### src/rtl/ns_trace_pkg.sv
package ns_trace_pkg;
    localparam int NS_ADDR_W = 32;

    typedef struct packed {
        logic                 gap;
        logic [NS_ADDR_W-1:0] addr;
    } trace_entry_t;

    typedef enum logic [0:0] {
        DET_COLD = 1'b0,
        DET_WARM = 1'b1
    } det_state_e;
endpackage

### src/rtl/ns_disc_detect.sv
module ns_disc_detect
    import ns_trace_pkg::*;
#(
    parameter int STEP_BYTES = 4
) (
    input  logic                 clk,
    input  logic                 rst_n,
    input  logic                 enable,
    input  logic                 fetch_valid,
    input  logic [NS_ADDR_W-1:0] fetch_addr,
    output logic                 target_hit
);
    localparam logic [NS_ADDR_W-1:0] STEP = NS_ADDR_W'(STEP_BYTES);

    det_state_e           state, state_nxt;
    logic [NS_ADDR_W-1:0] last_addr;
    logic                 take;

    assign take = enable && fetch_valid;

    // state register
    always_ff @(posedge clk) begin
        if (!rst_n) state <= DET_COLD;
        else        state <= state_nxt;
    end

    // remembered address of the last valid fetch
    always_ff @(posedge clk) begin
        if (!rst_n)    last_addr <= '0;
        else if (take) last_addr <= fetch_addr;
    end

    // transitions and output
    always_comb begin
        state_nxt  = state;
        target_hit = 1'b0;
        unique case (state)
            DET_COLD: begin
                target_hit = take;
                if (take) state_nxt = DET_WARM;   // COLD_TO_WARM
            end
            DET_WARM: begin
                target_hit = take && (fetch_addr != last_addr + STEP);
                if (!enable) state_nxt = DET_COLD; // WARM_TO_COLD
            end
            default: state_nxt = DET_COLD;
        endcase
    end
endmodule

### src/rtl/ns_trace_fifo.sv
module ns_trace_fifo
    import ns_trace_pkg::*;
#(
    parameter int DEPTH = 8,
    localparam int PTR_W = (DEPTH > 1) ? $clog2(DEPTH) : 1,
    localparam int CNT_W = $clog2(DEPTH + 1)
) (
    input  logic             clk,
    input  logic             rst_n,
    input  logic             push,
    input  trace_entry_t     din,
    input  logic             pop,
    output trace_entry_t     dout,
    output logic             full,
    output logic             empty,
    output logic [CNT_W-1:0] fill
);
    localparam logic [PTR_W-1:0] LAST = PTR_W'(DEPTH - 1);
    localparam logic [CNT_W-1:0] CAP  = CNT_W'(DEPTH);

    trace_entry_t     mem [DEPTH];
    logic [PTR_W-1:0] wr_ptr, rd_ptr;

    assign full  = (fill == CAP);
    assign empty = (fill == '0);
    assign dout  = mem[rd_ptr];

    always_ff @(posedge clk) begin
        if (push) mem[wr_ptr] <= din;
    end

    always_ff @(posedge clk) begin
        if (!rst_n) begin
            wr_ptr <= '0;
            rd_ptr <= '0;
            fill   <= '0;
        end else begin
            if (push) wr_ptr <= (wr_ptr == LAST) ? '0 : wr_ptr + 1'b1;
            if (pop)  rd_ptr <= (rd_ptr == LAST) ? '0 : rd_ptr + 1'b1;
            unique case ({push, pop})
                2'b10:   fill <= fill + 1'b1;
                2'b01:   fill <= fill - 1'b1;
                default: fill <= fill;
            endcase
        end
    end
endmodule

### src/rtl/ns_fetch_tracer.sv
module ns_fetch_tracer
    import ns_trace_pkg::*;
#(
    parameter int DEPTH      = 8,
    parameter int STEP_BYTES = 4
) (
    input  logic                 clk,
    input  logic                 rst_n,
    input  logic                 trace_en,
    input  logic                 fetch_valid,
    input  logic [NS_ADDR_W-1:0] fetch_addr,
    input  logic                 bus_idle,
    output logic                 trace_valid,
    output logic [NS_ADDR_W-1:0] trace_addr,
    output logic                 trace_gap,
    output logic                 overflow
);
    localparam int CNT_W = $clog2(DEPTH + 1);

    logic             hit, full, empty, accept, drop, pop, gap_pend;
    logic [CNT_W-1:0] fill;
    trace_entry_t     head, wr_entry;

    ns_disc_detect #(.STEP_BYTES(STEP_BYTES)) u_detect (
        .clk         (clk),
        .rst_n       (rst_n),
        .enable      (trace_en),
        .fetch_valid (fetch_valid),
        .fetch_addr  (fetch_addr),
        .target_hit  (hit)
    );

    // full is judged on occupancy before this edge's pop
    assign accept = hit && !full;
    assign drop   = hit && full;
    assign pop    = bus_idle && !empty;

    assign wr_entry.gap  = gap_pend;
    assign wr_entry.addr = fetch_addr;

    ns_trace_fifo #(.DEPTH(DEPTH)) u_fifo (
        .clk   (clk),
        .rst_n (rst_n),
        .push  (accept),
        .din   (wr_entry),
        .pop   (pop),
        .dout  (head),
        .full  (full),
        .empty (empty),
        .fill  (fill)
    );

    // loss bookkeeping: sticky flag and mark for next accepted entry
    always_ff @(posedge clk) begin
        if (!rst_n) begin
            gap_pend <= 1'b0;
            overflow <= 1'b0;
        end else begin
            if (drop) begin
                gap_pend <= 1'b1;
                overflow <= 1'b1;
            end else if (accept) begin
                gap_pend <= 1'b0;
            end
        end
    end

    // trace port register
    always_ff @(posedge clk) begin
        if (!rst_n) begin
            trace_valid <= 1'b0;
            trace_addr  <= '0;
            trace_gap   <= 1'b0;
        end else begin
            trace_valid <= pop;
            if (pop) begin
                trace_addr <= head.addr;
                trace_gap  <= head.gap;
            end else begin
                trace_gap  <= 1'b0;
            end
        end
    end
endmodule

### config.mk
export PLATFORM = sky130hd
export DESIGN_NAME = ns_fetch_tracer
export DESIGN_NICKNAME = d
export VERILOG_FILES = /design/src/rtl/ns_trace_pkg.sv /design/src/rtl/ns_disc_detect.sv /design/src/rtl/ns_trace_fifo.sv /design/src/rtl/ns_fetch_tracer.sv
export SDC_FILE = /design/constraint.sdc
export NUM_CORES = 1
export LEC_CHECK = 0
export ABC_CLOCK_PERIOD_IN_PS = 9070
export CAP_MARGIN = 25
export CORE_MARGIN = 2
export CORE_UTILIZATION = 40
export CTS_BUF_LIST = sky130_fd_sc_hd__clkbuf_4 sky130_fd_sc_hd__clkbuf_8 sky130_fd_sc_hd__clkbuf_16
export DETAILED_ROUTE_END_ITERATION = 10
export DONT_BUFFER_PORTS = 1
export PLACE_DENSITY = 0.52
export SLEW_MARGIN = 20
export SYNTH_ARGS = -nofsm -noshare
export SYNTH_HDL_FRONTEND = slang
export SYNTH_SLANG_ARGS = --single-unit
### constraint.sdc
create_clock -name clk -period 9.07 [get_ports clk]
set_clock_uncertainty 0.2 [all_clocks]
set_input_delay 0.4535 -clock clk [delete_from_list [all_inputs] [get_ports clk]]
set_output_delay 0.4535 -clock clk [all_outputs]
set_load 0.03 [all_outputs]
; Word level (Yosys, flattened, before mapping)
; Memories as Yosys holds them, arrays and structs flattened. A register that Yosys moved wholly into a read port is not among the register bits.
; Cells that the tools add are included.
[op_classes]
n_reduce_logical = 11
add_sub_neg = 5
eq_ne = 6
bitwise_logic = 1
mux = 13
[op_table]
columns = operator, count
row1 = "32-bit by 3-bit adder with 32-bit output, second input constant", 1
row2 = 32-bit != test, 1
row3 = 3-bit 2-to-1 mux, 4
row4 = 4-bit case mux with 2 select lines, 1
row5 = "3-bit by 1-bit adder with 3-bit output, second input constant", 2
row6 = "3-bit == test, second input constant", 2
row7 = 1-bit 2-to-1 mux, 6
row8 = 1-bit logical AND, 5
row9 = "4-bit by 1-bit adder with 4-bit output, second input constant", 1
row10 = "4-bit == test, second input constant", 1
row11 = 4-bit logical NOT, 1
row12 = 1-bit case mux with 2 select lines, 2
row13 = 2-bit nonzero test, 2
row14 = "4-bit by 1-bit subtractor with 4-bit output, second input constant", 1
row15 = "2-bit by 1-bit == test with 1-bit output, second input constant", 1
row16 = "2-bit == test, second input constant", 1
row17 = 1-bit logical NOT, 2
row18 = 2-bit AND reduction, 1
row19 = 1-bit inverter, 1
[totals]
n_memories = 1
register_bits = 79
in_bits = 37
word_cells = 47
output_inout_bits = 35
ram_bits = 264
[mem_list]
columns = memory, words, width, read_ports, rd_ports_with_merged_regs, wr, line
row1 = u_fifo.mem, 8, 33, 1, 1, 1, ns_trace_fifo.sv:21  ; trace_entry_t mem [DEPTH];

; Longest topological paths before layout
; Gate-level depths: netlist of the first run.
[depth]
word_depth = 7
ltp_mapped = 17

; Cells and area by module
; From an unflattened synthesis of the first run, not the netlist that was laid out.
[hier_totals]
cells_unflattened = 897
area_unflattened_um2 = 14335.0
[modules_own_cells]
columns = mod, seq_area_each_um2, instances, cells_each, area_per_inst_um2
row1 = ns_trace_fifo, 8187.9, 1, 457, 10596.4
row2 = ns_disc_detect, 660.6, 1, 288, 2262.2
row3 = ns_fetch_tracer, 720.7, 1, 152, 1476.4

; Worst setup path after synthesis of the first run
; No wires, ideal clock.
[synth_path]
kind = register -> register
startpoint = reg u_detect.last_addr[2]
endpoint = mem u_fifo.mem[2][0] (netlist name), enable pin
period_less_slack_ns = 6.293
n_path_buf = 0
setup_time_ns = 0.518
path_slack_ns = 2.777
stages_incl_launch_ff = 11
arrival_ns = 5.575
path_cell_list = dfxtp_1 ha_1 nand4_2 nor4_4 nand2_2 mux2i_1 o221a_2 a2111oi_2 a31oi_4 nand2_2 nor4b_1
[synth_between]
elab_chain_len = 7
[synth_rtl]
columns = element, line
row1 = "start, declared", ns_disc_detect.sv:16  ; logic [NS_ADDR_W-1:0] last_addr;
row2 = "start signal, assigned", ns_disc_detect.sv:30  ; else if (take) last_addr <= fetch_addr;
row3 = 32-bit by 3-bit adder with 32-bit output, ns_disc_detect.sv:43  ; target_hit = take && (fetch_addr != last_addr + STEP);
row4 = 32-bit != test, ns_disc_detect.sv:43
row5 = 1-bit logical AND, ns_disc_detect.sv:43
row6 = 1-bit case mux with 2 select lines, ns_disc_detect.sv:37  ; unique case (state)
row7 = 1-bit logical AND, ns_fetch_tracer.sv:34  ; assign accept = hit && !full;
row8 = 1-bit 2-to-1 mux, ns_trace_fifo.sv:29  ; if (push) mem[wr_ptr] <= din;
row9 = 1-bit 2-to-1 mux (implied by the code), ns_trace_fifo.sv:29
row10 = "end, declared", ns_trace_fifo.sv:21
; No other way between the ends.

; Worst setup path after layout of the first run
[layout_path]
startpoint = reg u_detect.last_addr[2]
endpoint = reg u_fifo.fill[3]
[layout_between]
elab_chain_len = 7
[layout_rtl]
columns = element, line
row1 = 32-bit by 3-bit adder with 32-bit output *, ns_disc_detect.sv:43
row2 = 32-bit != test *, ns_disc_detect.sv:43
row3 = 1-bit logical AND *, ns_disc_detect.sv:43
row4 = 1-bit case mux with 2 select lines *, ns_disc_detect.sv:37
row5 = 1-bit logical AND *, ns_fetch_tracer.sv:34
row6 = 2-bit by 1-bit == test with 1-bit output / 2-bit == test (equally long branches), ns_trace_fifo.sv:40  ; unique case ({push, pop})
row7 = 4-bit case mux with 2 select lines / 2-bit nonzero test (equally long branches), -
row8 = "end signal, assigned", ns_trace_fifo.sv:41  ; 2'b10: fill <= fill + 1'b1;
row9 = "end signal, assigned", ns_trace_fifo.sv:42  ; 2'b01: fill <= fill - 1'b1;
row10 = "end signal, assigned", ns_trace_fifo.sv:43  ; default: fill <= fill;
row11 = "end, declared", ns_trace_fifo.sv:16  ; output logic [CNT_W-1:0] fill
; Mark *: on every way between the ends. The rest lies on a longest branch, timed or not.
; A chain may end at the register's enable or synchronous reset.

==> results.sh, run 1 <==
export IMPL_grt_usage=0.180
export IMPL_slew_violations=0
export IMPL_async_reset_ff_frac=0
export IMPL_ctsResizeCount=0
export IMPL_rsz0062_at_grt="false"
export IMPL_drc=0
export IMPL_crit_end="u_fifo.fill[3]"
export IMPL_yosys_area_share_simple=0.0737
export IMPL_post_drt_wl_per_cell_um=22.7
export IMPL_period_minus_slack_ns=4.67
export IMPL_syn_area_um2=14100
export IMPL_synth_area_leader_cell="edfxtp_1"
export IMPL_required_ns=9.30
export IMPL_clock_path_buffers=3
export IMPL_crit_type="flop to flop"
export IMPL_io_pins=72
export IMPL_avgViaCountPerCell=5.41
export IMPL_synthCells=882
export IMPL_place_port_buffers=0
export IMPL_drive_above_1_share=0.182
export IMPL_synthesis_nets=928
export IMPL_first_global_vias=7790
export IMPL_reg2reg_to="u_fifo.fill[3]"
export IMPL_synthXorXnorAreaFrac=0.0272
export IMPL_cp_max_fo=12
export IMPL_crit_start="u_detect.last_addr[2]"
export IMPL_synth_area_top_cells="edfxtp_1, dfxtp_1, mux4_2"
export IMPL_initial_core_util=0.408
export IMPL_synth_edf_count=264
export IMPL_grt_pass1_wl_um=49300
export IMPL_grt_max_degree=82
export IMPL_antenna_found_initial=5
export IMPL_ir_worst_vdd_mv=0.245
export IMPL_synth_distinct_cells=55
export IMPL_synth_compound_area_frac=0.0611
export IMPL_leakagePower_uw=0.00543
export IMPL_final_hold_violation_count=0
export IMPL_pwr_density_cell_nw_per_um2=255
export IMPL_setup_violations=0
export IMPL_postCtsSetupRepairBufs=0
export IMPL_fin_crit_sh=0.515
export IMPL_tns_ns=0
export IMPL_tightestPinTransition_ns=1.05
export IMPL_gp_congestion=0.798
export IMPL_reg2reg_slack_ns=4.40
export IMPL_syn_to_final_growth_pct=15.2
export IMPL_ys_seq_area_frac=0.676
export IMPL_yosysWarnings=0
export IMPL_r2r_start="u_detect.last_addr[2]"
export IMPL_die_area_um2=36900
export IMPL_arrival_ns=4.90
export IMPL_place_ws_ns=4.45
export IMPL_max_freq_mhz=214
export IMPL_ant_nets=0
export IMPL_root_buffer="clkbuf_16"
export IMPL_synth_top_area_frac=0.560
export IMPL_clock_sinks=346
export IMPL_fill_cells=3065
export IMPL_cts_tree="done"
export IMPL_synthFlopType="edfxtp_1"
export IMPL_clk_latency_ns=0.52
export IMPL_synth_mux_area_frac=0.137
export IMPL_status="finished clean"
export IMPL_drt_first_iter_violations=425
export IMPL_synth_top_family_by_area="multiplexers"
export IMPL_syn_avg_cell_area_um2=16.0
export IMPL_die_w_um=192
export IMPL_hp_class="primary input to flop"
export IMPL_htree_levels=2
export IMPL_fp_coreArea_um2=34700
export IMPL_cts_clk_slew_worst_paths_ns=0.05
export IMPL_cp_start_kind="flop"
export IMPL_synth_adder_area_share=0.00849
export IMPL_reg2reg_depth=16
export IMPL_maxCapViolCount=0
export IMPL_critPathCaptureType="flop"
export IMPL_relSlewSlack=0.298
export IMPL_rows=68
export IMPL_ys_seq_elements=346
export IMPL_num_vias=7635
export IMPL_overflow=0
export IMPL_dp_hpwl_um=17700
export IMPL_wl_um=32100
export IMPL_cts_buffers=38
export IMPL_fin_nets=973
export IMPL_die_h_um=192
export IMPL_dr_pass1_iters=6
export IMPL_setup_slack_ns=4.40
==> worst min path at each step <==
| stage | start | endpoint | cells after the start |
|---|---|---|---|
| final | rst_n | overflow | 2 |
| after global routing | rst_n | overflow | 2 |
| after CTS | rst_n | overflow | 2 |
| after detailed placement | u_detect.last_addr[1] | u_detect.last_addr[1] | 2 |
| after global placement | u_detect.last_addr[1] | u_detect.last_addr[1] | 2 |
| after floorplan | u_detect.last_addr[0] | u_detect.last_addr[0] | 2 |
==> Yosys cell counts, types with 7 or more instances <==
cell type and number:
o211a_1 33, nand2_1 125, ha_1 8, inv_1 7, xnor2_1 32, a21boi_0 33
buf_1 12, xor2_1 12, clkbuf_1 31, nor2_1 14, edfxtp_1 264, mux4_2 66
nor4_1 10, mux2i_1 44, nor3_1 8, nand4_1 10, dfxtp_1 82, nand3_1 15
o21ai_0 7
==> flip-flops by register name, summed over array words and instances, names as in the netlist, 3 cells and up, named ones only <==
name and count:
u_fifo.wr_ptr 3, u_detect.last_addr 32, trace_addr 32, u_fifo.rd_ptr 3, u_fifo.mem 264, u_fifo.fill 4
==> cells in the final DEF (no fill, tap or decap), types with 8 or more instances in the layout <==
cell | synthesis | routed
edfxtp_1 | 264 | 264
nand3_1 | 15 | 15
o211a_1 | 33 | 33
mux2i_1 | 44 | 44
xnor2_1 | 32 | 32
clkbuf_4 | 0 | 12
nand4_1 | 10 | 10
nor2_1 | 14 | 14
dfxtp_1 | 82 | 79
buf_4 | 1 | 19
mux4_2 | 66 | 66
a21boi_0 | 33 | 33
clkbuf_16 | 0 | 39
ha_1 | 8 | 8
xor2_1 | 12 | 12
nand2_1 | 125 | 125
dlygate4sd3_1 | 0 | 34
==> layer usage <==
metal,vias up,track usage,routed length (um)
met4,0,0.0379,475
li1,3506,-,-
met3,34,0.0312,1430
met1,3935,0.255,14800
met5,-,0,0
met2,160,0.294,15300
==> repair_timing <==
item / 4_1_cts / 5_1_grt
hold buffers: 35 / 0
endpoints found under the setup margin: 0 / 0
endpoints found under the hold margin: 337 / 0
==> area by class of cell <==
type / instances / area, um^2 / share of cell area
Antenna cell: 1 / 2.50 / 0.000154
Clock buffer: 55 / 1120 / 0.0688
Clock inverter: 14 / 93.8 / 0.00576
Inverter: 7 / 26.3 / 0.00161
Multi-Input combinational cell: 480 / 4400 / 0.270
Sequential cell: 346 / 9580 / 0.588
Tap cell: 455 / 569 / 0.0349
Timing Repair Buffer: 54 / 510 / 0.0313
==> worst max-delay path, cell delays in order (launching register included) <==
cell,delay [ns]
dfxtp_1,0.42
ha_1,0.32
nand4_2,0.23
nor4_4,0.53
nand2_2,0.13
mux2i_1,0.14
o221a_2,0.28
a2111oi_2,0.45
a31oi_4,0.15
nand2_2,0.31
ha_1,0.27
ha_1,0.25
a21o_1,0.17
a21oi_1,0.18
xnor2_1,0.09
or3_1,0.29
a21boi_0,0.16
==> report_power, final <==
part | switching [uW] | total, uW | leakage (uW) | internal (uW)
registers | 257 | 2080 | 0.00305 | 1820
clock network | 588 | 1480 | 0.000614 | 888
logic | 290 | 608 | 0.00176 | 318
==> metrics by stage <==
stage	hold WS, ns	power (uW)	area [um^2]	utilization	instances
global placement	0.263	2700	14700	0.424	1307
detailed placement	0.274	2710	14700	0.424	1307
floorplan	0.255	2560	14100	-	882
CTS	0.0306	4230	16300	0.469	1411
global route	0.0464	4360	16300	0.469	1411
finish	0.0435	4160	16300	0.470	1412
==> cell families after synthesis <==
| family | Yosys count |
|---|---|
| flip-flops | 346 |
| AND/OR/NAND/NOR | 215 |
| multiplexers | 111 |
| AO/OA/AOI/OAI | 101 |
| buffers and inverters | 56 |
| XOR/XNOR | 44 |
| adder cells (fa/ha/maj) | 9 |
(Power assumes the default switching activity.)
==> run 2, diff against run 1 <==
Settings changed: ABC_AREA set to 1, ABC_CLOCK_PERIOD_IN_PS 9070 to 4400.
Clock period 9.07 ns to 4.4 ns, I/O delays scaled along.
==> run 2 against run 1 <==
Clock-buffer cell count decreased by 6. Wire length is 20% higher. Worst setup slack got worse by 3.8 ns. Maximum frequency increased by 24%. Clock power increased by 110%. Utilization fell by 0.47 points. Flip-flop and latch count unchanged. Largest power group unchanged. Highest routed layer is now met5.
==> results.sh, run 2 <==
export IMPL_post_synth_top_count_cell="edfxtp_1"
export IMPL_max_freq_mhz=265
export IMPL_num_vias=9936
export IMPL_final_hold_violation_count=0
export IMPL_postCtsSetupRepairBufs=0
export IMPL_r2r_start="u_detect.last_addr[2]"
export IMPL_ant_nets=0
export IMPL_place_port_buffers=0
export IMPL_cp_start_kind="flop"
export IMPL_synth_adder_area_share=0.00837
export IMPL_clock_sinks=346
export IMPL_grt_pass1_wl_um=59400
export IMPL_place_ws_ns=0.679
export IMPL_cp_max_fo=13
export IMPL_initial_core_util=0.405
export IMPL_grt_usage=0.207
export IMPL_fill_cells=3250
export IMPL_syn_area_um2=14400
export IMPL_die_h_um=193
export IMPL_ctsResizeCount=0
export IMPL_required_ns=4.61
export IMPL_reg2reg_depth=23
export IMPL_synthFlopType="edfxtp_1"
export IMPL_slew_violations=0
export IMPL_overflow=0
export IMPL_leakagePower_uw=0.00573
export IMPL_syn_to_final_growth_pct=14.9
export IMPL_cts_clk_slew_worst_paths_ns=0.06
export IMPL_post_drt_wl_per_cell_um=20.6
export IMPL_root_buffer="clkbuf_16"
export IMPL_reg2reg_slack_ns=0.62
export IMPL_antenna_found_initial=3
export IMPL_critPathCaptureType="flop"
export IMPL_dp_hpwl_um=20500
export IMPL_arrival_ns=3.99
export IMPL_die_area_um2=37400
export IMPL_htree_levels=2
export IMPL_synth_area_leader_cell="edfxtp_1"
export IMPL_ir_worst_vdd_mv=0.357
export IMPL_synthesis_nets=1396
export IMPL_setup_slack_ns=0.621
export IMPL_relSlewSlack=0.433
export IMPL_synth_compound_area_frac=0.142
export IMPL_drive_above_1_share=0.0817
export IMPL_synth_distinct_cells=34
export IMPL_tightestPinTransition_ns=0.851
export IMPL_synth_top_family_by_area="compound AO/OA/AOI/OAI gates"
export IMPL_rows=69
export IMPL_die_w_um=193
export IMPL_syn_avg_cell_area_um2=10.6
export IMPL_regMostFlops="u_fifo.mem"
export IMPL_pwr_density_cell_nw_per_um2=554
export IMPL_first_global_vias=9802
export IMPL_holdBufCountCts=39
export IMPL_status="finished clean"
export IMPL_synth_top_area_frac=0.552
export IMPL_synth_edf_count=264
export IMPL_synth_mux_area_frac=0
export IMPL_hp_start="fetch_addr[28]"
export IMPL_fin_crit_sh=0.859
export IMPL_layout_commonest_cell="edfxtp_1"
export IMPL_synth_commonest_cells="edfxtp_1, o21ai_0, nor2_1, nand2_1, dfxtp_1"
export IMPL_reg_top3="u_fifo.mem (264), trace_addr (32), u_detect.last_addr (32)"
export IMPL_drc=0
export IMPL_clock_path_buffers=3
export IMPL_hold_path_end="gap_pend"
export IMPL_avgViaCountPerCell=5.31
export IMPL_ys_seq_elements=346
export IMPL_crit_type="flop to flop"
export IMPL_fp_coreArea_um2=35500
export IMPL_reg2reg_to="u_fifo.fill[3]"
export IMPL_worstHoldPathCells=6
export IMPL_dr_pass1_iters=5
export IMPL_hp_class="primary input to flop"
export IMPL_yosys_area_share_simple=0.134
export IMPL_clk_latency_ns=0.53
export IMPL_cts_tree="done"
export IMPL_yosysWarnings=0
export IMPL_setup_violations=0
export IMPL_period_minus_slack_ns=3.78
export IMPL_drt_first_iter_violations=689
export IMPL_gp_congestion=0.874
export IMPL_ys_seq_area_frac=0.667
export IMPL_synthXorXnorAreaFrac=0.0104
export IMPL_rsz0062_at_grt="false"
export IMPL_wl_um=38500
export IMPL_synth_area_top_cells="edfxtp_1, dfxtp_1, o21ai_0"
export IMPL_async_reset_ff_frac=0
export IMPL_mostFrequentLayoutCells="edfxtp_1, o21ai_0, nor2_1"
export IMPL_maxCapViolCount=0
export IMPL_grt_max_degree=76
export IMPL_tns_ns=0
export IMPL_io_pins=72
export IMPL_fin_nets=1423
export IMPL_cts_buffers=39
export IMPL_largest_reg_flops=264
export IMPL_synthCells=1350
run 2: power by group:
group	leakage (uW)	switching, uW	internal [uW]
clock	0.000616	1300	1780
sequential	0.00306	419	3770
combinational	0.00205	1300	555
total	0.00573	3020	6110
run 2: logic make-up after synthesis:
kind of cell	Yosys count
xor+xnor	17
buf+inv	145
compound gates	371
simple gates	462
flops	346
fa+ha+maj	9
run 2: per-layer routing:
metal / vias up / global-route usage / share of wire
met5: - / 0 / 0.00018
met4: 2 / 0.0650 / 0.026
met3: 67 / 0.0485 / 0.068
met2: 239 / 0.317 / 0.43
met1: 4789 / 0.292 / 0.47
li1: 4839 / - / -
run 2: worst max-delay path by stage:
| stage | slack, ns | from | cells past startpoint | to |
|---|---|---|---|---|
| 2_1_floorplan | -0.29 | u_detect.last_addr[2] | 13 | u_fifo.mem[6][0] |
| 3_3_place_gp | 0.77 | u_detect.last_addr[2] | 23 | u_fifo.fill[3] |
| 3_5_place_dp | 0.68 | u_detect.last_addr[2] | 21 | u_fifo.fill[3] |
| 4_1_cts | 0.66 | u_detect.last_addr[2] | 21 | u_fifo.fill[3] |
| 5_1_grt | 0.20 | u_detect.last_addr[2] | 25 | u_fifo.fill[3] |
| 6_report | 0.62 | u_detect.last_addr[2] | 23 | u_fifo.fill[3] |
run 2: through the flow:
stage          instance area (um^2)  power, uW  utilization  cells  hold slack [ns]
2_1_floorplan                 14400       5410            -   1350            0.119
3_3_place_gp                  14800       6030        0.418   1757            0.120
3_5_place_dp                  14800       6050        0.418   1757            0.119
4_1_cts                       16500       9230        0.464   1868           0.0812
5_1_grt                       16500       9640        0.465   1870            0.162
6_report                      16500       9130        0.465   1872           0.0981
run 2: final cells by class:
class / instances / area (um^2) / share of cell area
clock inverters: 23 / 133 / 0.00804
inverters: 74 / 279 / 0.0169
flip-flops and latches: 346 / 9580 / 0.581
repair buffers: 57 / 551 / 0.0334
diodes: 3 / 7.51 / 0.000455
multi-input cells: 859 / 4270 / 0.259
well taps: 461 / 577 / 0.0350
clock buffers: 49 / 1100 / 0.0667
run 2: critical path, cell delays in order, from the launching register on:
cell,delay (ns)
dfxtp_1,0.37
ha_1,0.21
nand2_1,0.13
nor2_4,0.19
nand3b_1,0.21
o21ai_1,0.21
nand2_1,0.07
nand2_1,0.07
nand2_1,0.06
nor2_1,0.11
nand2_1,0.06
nor2_1,0.11
nand2_2,0.15
nand3_4,0.21
ha_1,0.25
ha_1,0.28
nand2_1,0.08
nor2_1,0.04
a211oi_1,0.23
nor2_1,0.07
nor2_1,0.08
nand2_1,0.06
o21ai_0,0.15
a21oi_1,0.06
